==> config.mk <==
export PLATFORM = sky130hd
export DESIGN_NAME = microstep_phase_gen
export DESIGN_NICKNAME = d
export VERILOG_FILES = /design/src/rtl/usp_pkg.sv /design/src/rtl/usp_sync.sv /design/src/rtl/usp_step_counter.sv /design/src/rtl/usp_quarter_wave.sv /design/src/rtl/microstep_phase_gen.sv
export SDC_FILE = /design/constraint.sdc
export NUM_CORES = 1
export LEC_CHECK = 0
export BUFFER_PORTS_ARGS = -buffer_cell sky130_fd_sc_hd__buf_2
export CAP_MARGIN = 20
export CORE_MARGIN = 1
export CORE_UTILIZATION = 35
export CTS_CLUSTER_DIAMETER = 50
export DETAILED_ROUTE_END_ITERATION = 10
export PLACE_DENSITY = 0.48
export REMOVE_ABC_BUFFERS = 1
export SLEW_MARGIN = 20
export SYNTH_ARGS = -nofsm -noshare
export SYNTH_HDL_FRONTEND = slang
export SYNTH_HIERARCHICAL = 1
export SYNTH_SLANG_ARGS = --single-unit
==> constraint.sdc <==
create_clock -name clk -period 7.45 [get_ports clk]
set_clock_uncertainty 0.15 [all_clocks]
set_input_delay 0.3725 -clock clk [delete_from_list [all_inputs] [get_ports clk]]
set_output_delay 0.3725 -clock clk [all_outputs]
set_load 0.02 [all_outputs]
==> src/rtl/usp_pkg.sv <==
`timescale 1ns/1ps
package usp_pkg;

  // Size of one step in position counts for a resolution code.
  // Codes above max_code are clamped to the finest resolution.
  function automatic int unsigned step_count(input logic [2:0] code,
                                             input int unsigned full,
                                             input int unsigned max_code);
    int unsigned sh;
    sh = (int'(code) > int'(max_code)) ? max_code : int'(code);
    return full >> sh;
  endfunction

  // Rational sine approximation over a half wave of 2*2^q_w points,
  // scaled to the full range of amp_w bits.
  function automatic longint wave_level(input longint p, input int q_w, input int amp_w);
    longint n, t, top;
    n   = 2 * (longint'(1) << q_w);
    t   = p * (n - p);
    top = (longint'(1) << amp_w) - 1;
    return (16 * t * top) / (5 * n * n - 4 * t);
  endfunction

endpackage

==> src/rtl/usp_sync.sv <==
`timescale 1ns/1ps
module usp_sync #(
  parameter int unsigned W      = 1,
  parameter int unsigned STAGES = 2,
  parameter logic [W-1:0] INIT  = '0
) (
  input  logic         clk,
  input  logic         rst_n,
  input  logic [W-1:0] d,
  output logic [W-1:0] q
);
  logic [W-1:0] chain [STAGES];

  for (genvar s = 0; s < STAGES; s++) begin : g_stage
    always_ff @(posedge clk or negedge rst_n) begin
      if (!rst_n) chain[s] <= INIT;
      else if (s == 0) chain[s] <= d;
      else chain[s] <= chain[(s == 0) ? 0 : s - 1];
    end
  end

  assign q = chain[STAGES-1];
endmodule

==> src/rtl/usp_step_counter.sv <==
`timescale 1ns/1ps
module usp_step_counter
  import usp_pkg::*;
#(
  parameter int unsigned POS_W    = 10,
  parameter int unsigned RES_W    = 3,
  parameter int unsigned FULL     = 64,
  parameter int unsigned MAX_CODE = 4
) (
  input  logic             clk,
  input  logic             rst_n,
  input  logic             step_s,
  input  logic             dir_s,
  input  logic [RES_W-1:0] res_s,
  output logic [POS_W-1:0] pos,
  output logic             step_rise,
  output logic             step_pend
);
  logic             step_d;
  logic             dir_q;
  logic [RES_W-1:0] res_q;
  logic [POS_W-1:0] inc;

  assign step_rise = step_s & ~step_d;
  assign inc       = POS_W'(step_count(3'(res_q), FULL, MAX_CODE));

  always_ff @(posedge clk or negedge rst_n) begin
    if (!rst_n) begin
      step_d    <= 1'b0;
      step_pend <= 1'b0;
      dir_q     <= 1'b0;
      res_q     <= '0;
      pos       <= '0;
    end else begin
      step_d    <= step_s;
      step_pend <= step_rise;
      if (step_rise) begin
        dir_q <= dir_s;
        res_q <= res_s;
      end
      if (step_pend) pos <= dir_q ? pos + inc : pos - inc;
    end
  end

  AST_IDLE_HOLDS_POS: assert property (@(posedge clk) disable iff (!rst_n)
    !step_pend |=> $stable(pos));
  AST_CTRL_ONLY_AT_EDGE: assert property (@(posedge clk) disable iff (!rst_n)
    !step_rise |=> ($stable(dir_q) && $stable(res_q)));
  AST_UP_POW2: assert property (@(posedge clk) disable iff (!rst_n)
    (step_pend && dir_q) |=> $onehot(POS_W'(pos - $past(pos))));
  AST_DOWN_POW2: assert property (@(posedge clk) disable iff (!rst_n)
    (step_pend && !dir_q) |=> $onehot(POS_W'($past(pos) - pos)));
endmodule

==> src/rtl/usp_quarter_wave.sv <==
`timescale 1ns/1ps
module usp_quarter_wave
  import usp_pkg::*;
#(
  parameter int unsigned POS_W = 10,
  parameter int unsigned AMP_W = 8
) (
  input  logic [POS_W-1:0] pos,
  output logic [AMP_W-1:0] mag,
  output logic             neg
);
  localparam int unsigned Q_W   = POS_W - 2;
  localparam int unsigned DEPTH = 1 << Q_W;
  localparam logic [AMP_W-1:0] PEAK = '1;

  logic [AMP_W-1:0] rom [DEPTH];

  for (genvar i = 0; i < DEPTH; i++) begin : g_rom
    assign rom[i] = AMP_W'(wave_level(longint'(i), Q_W, AMP_W));
  end

  logic [1:0]     quad;
  logic [Q_W-1:0] q;

  always_comb begin
    quad = pos[POS_W-1 -: 2];
    q    = pos[Q_W-1:0];
    neg  = quad[1];
    if (!quad[0])     mag = rom[q];
    else if (q == '0) mag = PEAK;
    else              mag = rom[Q_W'(DEPTH - int'(q))];
  end
endmodule

==> src/rtl/microstep_phase_gen.sv <==
`timescale 1ns/1ps
module microstep_phase_gen #(
  parameter int unsigned POS_W    = 10,
  parameter int unsigned AMP_W    = 8,
  parameter int unsigned RES_W    = 3,
  parameter int unsigned MAX_CODE = 4,
  parameter int unsigned SYNC_N   = 2
) (
  input  logic             clk,
  input  logic             rst_n,
  input  logic             step_in,
  input  logic             dir_in,
  input  logic [RES_W-1:0] res_in,
  input  logic             enable_in,
  input  logic             fault_in,
  output logic [POS_W-1:0] pos_out,
  output logic [AMP_W-1:0] a_mag,
  output logic             a_neg,
  output logic [AMP_W-1:0] b_mag,
  output logic             b_neg,
  output logic             drive_on,
  output logic             fault_flag
);
  localparam int unsigned FULL    = 1 << (POS_W - 4);
  localparam int unsigned IN_W    = RES_W + 4;
  localparam logic [POS_W-1:0] QUARTER = POS_W'(1 << (POS_W - 2));
  localparam logic [AMP_W-1:0] PEAK    = '1;

  logic [IN_W-1:0] raw_in, syn_in;
  logic             step_s, dir_s, en_s, fault_s;
  logic [RES_W-1:0] res_s;

  assign raw_in = {res_in, fault_in, enable_in, dir_in, step_in};

  usp_sync #(.W(IN_W), .STAGES(SYNC_N), .INIT('0)) u_sync (
    .clk(clk), .rst_n(rst_n), .d(raw_in), .q(syn_in));

  assign {res_s, fault_s, en_s, dir_s, step_s} = syn_in;

  logic step_rise, step_pend;
  logic [POS_W-1:0] pos;

  usp_step_counter #(.POS_W(POS_W), .RES_W(RES_W), .FULL(FULL), .MAX_CODE(MAX_CODE)) u_cnt (
    .clk(clk), .rst_n(rst_n), .step_s(step_s), .dir_s(dir_s), .res_s(res_s),
    .pos(pos), .step_rise(step_rise), .step_pend(step_pend));

  logic [POS_W-1:0] pos_b;
  logic [AMP_W-1:0] sin_mag, cos_mag;
  logic             sin_neg, cos_neg;

  assign pos_b = pos + QUARTER;

  usp_quarter_wave #(.POS_W(POS_W), .AMP_W(AMP_W)) u_wave_a (
    .pos(pos), .mag(sin_mag), .neg(sin_neg));
  usp_quarter_wave #(.POS_W(POS_W), .AMP_W(AMP_W)) u_wave_b (
    .pos(pos_b), .mag(cos_mag), .neg(cos_neg));

  always_ff @(posedge clk or negedge rst_n) begin
    if (!rst_n)       fault_flag <= 1'b0;
    else if (fault_s) fault_flag <= 1'b1;
  end

  assign drive_on = en_s & ~fault_flag;
  assign pos_out  = pos;
  assign a_mag    = drive_on ? sin_mag : '0;
  assign b_mag    = drive_on ? cos_mag : '0;
  assign a_neg    = drive_on & sin_neg;
  assign b_neg    = drive_on & cos_neg;

  always @(posedge clk) begin
    if (!rst_n) AST_HOME_IN_RESET: assert (pos_out == '0 && !drive_on && a_mag == '0 && b_mag == '0);
  end
  AST_OFF_IS_QUIET: assert property (@(posedge clk) disable iff (!rst_n)
    !drive_on |-> (a_mag == '0 && b_mag == '0 && !a_neg && !b_neg));
  AST_FAULT_STICKY: assert property (@(posedge clk) disable iff (!rst_n)
    fault_flag |=> fault_flag);
  AST_FAULT_BLOCKS: assert property (@(posedge clk) disable iff (!rst_n)
    fault_flag |-> !drive_on);
  AST_AXIS_POINT: assert property (@(posedge clk) disable iff (!rst_n)
    (drive_on && pos[POS_W-3:0] == '0) |->
      ((a_mag == '0 && b_mag == PEAK) || (a_mag == PEAK && b_mag == '0)));
  AST_EDGE_THEN_PEND: assert property (@(posedge clk) disable iff (!rst_n)
    step_rise |=> step_pend);
endmodule

==> summary.md <==
| Metric | Value |
|---|---|
| R2R Path End | u_cnt/pos[8] |
| Slew Limit Fails | 0 |
| Syn. warnings | 6 |
| Maximum Capacitance Violations | 0 |
| Iteration-0 DRC count of the detailed router | roughly 1100 |
| Library cell used as clock root buffer | sky130_fd_sc_hd__clkbuf_16 |
| Synthesized cell area | a little under 9000 um2 |
| Global-route wire length before repair | 52520 um |
| Result of the run | complete, no violations |
| Worst setup path category | register to output pin |
| Register-to-register setup slack | 4.55 ns |
| Clock slew at reported path FFs | 0.05 ns |
| RSZ-0062 raised after global routing | no |
| Number of filler instances in the final layout | 2578 |
| Mapped Cells | 1285 |
| Aggregate negative setup slack | 0 ns |
| First-pass iteration count of the detailed router | 7 |
| Top cell types by occurrence after synthesis | sky130_fd_sc_hd__nor2_1 (116), sky130_fd_sc_hd__o21ai_0 (116), sky130_fd_sc_hd__a21oi_1 (108), sky130_fd_sc_hd__nand2_1 (108), sky130_fd_sc_hd__clkbuf_1 (70) |
| Remaining number of nets flagged by the antenna check after routing | 0 |
| Number of sinks driven by the clock tree | 31 |
| Placed insts | 1521 |
| Hold violation total from the final report | 0 |
| Type of origin of the critical path | register |
| Hold buffer count at cts | 0 |
| Path class of the lowest-slack min-delay path | input port to async pin |
| Worst setup EP type | output pin |
| Post-CTS resize count | 0 |
| Inserted Diodes | 0 |
| Relative slew slack | between 30% and 40% |
| Input/output buffers | 38 |
| Post-synth EDFFs | 0 |
| Maximum number of pins on one net before global-route repair | 94 |
| Post-synthesis async set-or-reset flop share | 100.0% |
| Startpoint of the most critical register-to-register path | u_cnt/pos[4] |
| Post-layout net count | 1264 |
| Total congestion overflow | 0 |
| Core Area | 24460 um2 |
| Transition time at the pin with the least slew margin | ~0.95 ns |
| Final Wtd Congestion | between 0.9 and 1 |
| Largest cells by area after synthesis | sky130_fd_sc_hd__dfrtp_1 (8.8%), sky130_fd_sc_hd__ha_1 (7.1%), sky130_fd_sc_hd__o21ai_0 (6.6%) |
| Total routing usage reported by global routing | 24.81% |
| Wire length after detailed routing | 32800 um |
| Seq. cell area | 788.3 um2 |
| Initial cell density of the core | a little over a third |
| Chip height | 160.4 um |
| Startpoint of the worst setup timing path | u_cnt/pos[1] |
| Maximum buffer depth of the clock tree | 2 |
| Count of unique library cells instantiated by Yosys | 96 |
| DRC violation count after routing | 0 |
| Layout Area Growth over Synthesis | 3.133% |
| DR vias | between 9000 and 10000 |
| Area used by multi-input combinational logic | 7153 um2 |
| Number of register bits inferred by synthesis | 31 |
| Source-to-sink clock delay at the later pin of the worst-skew pair | about 0.27 ns |
| Number of H-tree levels | 2 |
| Maximum net fanout on the critical path | 45 |
| CTS tree | built |
| Endpoint required time on the critical path | between 6 and 7 ns |
| Detailed placer's ending HPWL | roughly 22000 um |
| Post-route cell area | approximately 9100 um2 |
| Final clock period utilization by the worst path | between 70% and 80% |
| Overall die width | 160.4 um |
| R2R depth | 7 |
| Inserted Clock Buffers | 5 |
| Main flop type after synthesis | sky130_fd_sc_hd__dfrtp_1 |
| Ratio of cells with drive above 1 in the final layout | 11.70% |
| Data arrival time of the critical path | 5.23 ns |
| Post-layout min period | around 5.8 ns |
| Routed wire length per instance | 21.45 um |
| Post-Syn Area per Cell | about 6.8 um2 |
| Share of synthesized area occupied by flip-flops and latches | under 10% |
| Placed standard-cell area | just under 9000 um2 |
| Vias in the first global route | between 8000 and 9000 |
| Biggest area consumer among synthesized cells | sky130_fd_sc_hd__dfrtp_1 |
| Number of top-level pins | 39 |
| Setup bufs post-CTS | 0 |
| Std cell rows | 57 |
| Initial antenna violation count | 0 |
| Count of placed standard cells in the final layout, fillers left out | 1529 |
| Maximum frequency from static timing analysis | between 150 and 200 MHz |
| Overall die area | 25740 um2 |
| Fraction of synthesized cell area taken by the top area cell type | 8.831% |
| Final setup fails | 0 |
| Detail-routed via count per cell | ~6.5 |
-- metrics by stage --
stage	worst slack [ns]	hold WS, ns	util (%)
CTS	1.815	0.03357	37.04
detailed placement	2.137	0.1847	36.26
global placement	2.096	0.1824	36.26
floorplan	0.9745	-0.07309	-
finish	1.696	0.002650	37.04
global route	1.331	0.04372	37.04
-- state kept, by name, summed over array words and instances, names as in the netlist --
register,cells
u_cnt/step_d,1
u_cnt/step_pend,1
fault_flag,1
u_cnt/res_q,3
u_cnt/pos,10
u_sync/chain,7
u_sync/q,7
u_cnt/dir_q,1
-- per-layer routing --
metal,vias to the layer above,GRT usage [%],wire (um)
met2,466,39.28,15040
met5,-,0,0
li1,4662,-,-
met1,4729,35.34,14640
met3,64,2.428,2194
met4,0,7.403,932
-- worst max path at each step --
stage | endpoint | depth (start not counted)
after floorplan | b_mag[2] | 11
after global placement | b_mag[2] | 12
after detailed placement | a_mag[2] | 13
after CTS | a_mag[2] | 13
after global routing | a_mag[2] | 13
final | a_mag[0] | 13
-- critical path, cell delays in order (launching register included) --
cell                       delay, ns
sky130_fd_sc_hd__dfrtp_1        0.73
sky130_fd_sc_hd__inv_1          0.49
sky130_fd_sc_hd__ha_1           0.64
sky130_fd_sc_hd__nor2b_1        0.68
sky130_fd_sc_hd__xnor2_4        0.17
sky130_fd_sc_hd__buf_4          0.42
sky130_fd_sc_hd__inv_4          0.30
sky130_fd_sc_hd__o21ai_0        0.24
sky130_fd_sc_hd__a21oi_1        0.10
sky130_fd_sc_hd__o311ai_1       0.30
sky130_fd_sc_hd__o311ai_1       0.15
sky130_fd_sc_hd__a41oi_1        0.34
sky130_fd_sc_hd__and3b_1        0.21
sky130_fd_sc_hd__buf_2          0.16
-- logic make-up (layout without fill, tap and decap cells) --
kind of cell,Yosys count,count (layout),share of synthesized area [%]
simple gates,423,423,24.27
mux,38,38,5.968
flops,31,31,8.831
buf+inv,190,109,10.13
fa+ha+maj,53,53,7.577
other cells,2,3,0.08549
xor+xnor,35,35,4.301
compound gates,513,513,38.84
-- layout by cell type (no fill, tap or decap), types with 24 or more instances in the layout --
| cell | count |
|---|---|
| sky130_fd_sc_hd__nor2_1 | 116 |
| sky130_fd_sc_hd__ha_1 | 50 |
| sky130_fd_sc_hd__nor2b_1 | 26 |
| sky130_fd_sc_hd__a21oi_1 | 108 |
| sky130_fd_sc_hd__nand2_1 | 108 |
| sky130_fd_sc_hd__nand2b_1 | 25 |
| sky130_fd_sc_hd__nor3_1 | 44 |
| sky130_fd_sc_hd__buf_4 | 24 |
| sky130_fd_sc_hd__nand3_1 | 35 |
| sky130_fd_sc_hd__a211oi_1 | 40 |
| sky130_fd_sc_hd__o21ai_0 | 116 |
| sky130_fd_sc_hd__dfrtp_1 | 25 |
| sky130_fd_sc_hd__buf_2 | 38 |
| sky130_fd_sc_hd__inv_1 | 30 |
| sky130_fd_sc_hd__o211ai_1 | 28 |
| sky130_fd_sc_hd__a31oi_1 | 38 |
-- layout make-up --
type	count	area share (%)
multi-input cells	1065	78.95
flip-flops and latches	31	8.700
well taps	324	4.475
repair buffers	62	4.088
inverters	39	1.699
clock buffers	6	1.422
clock inverters	2	0.6629
Power is not shown: default switching activity piles up to over one toggle a cycle in this logic, so the estimate is an artifact.
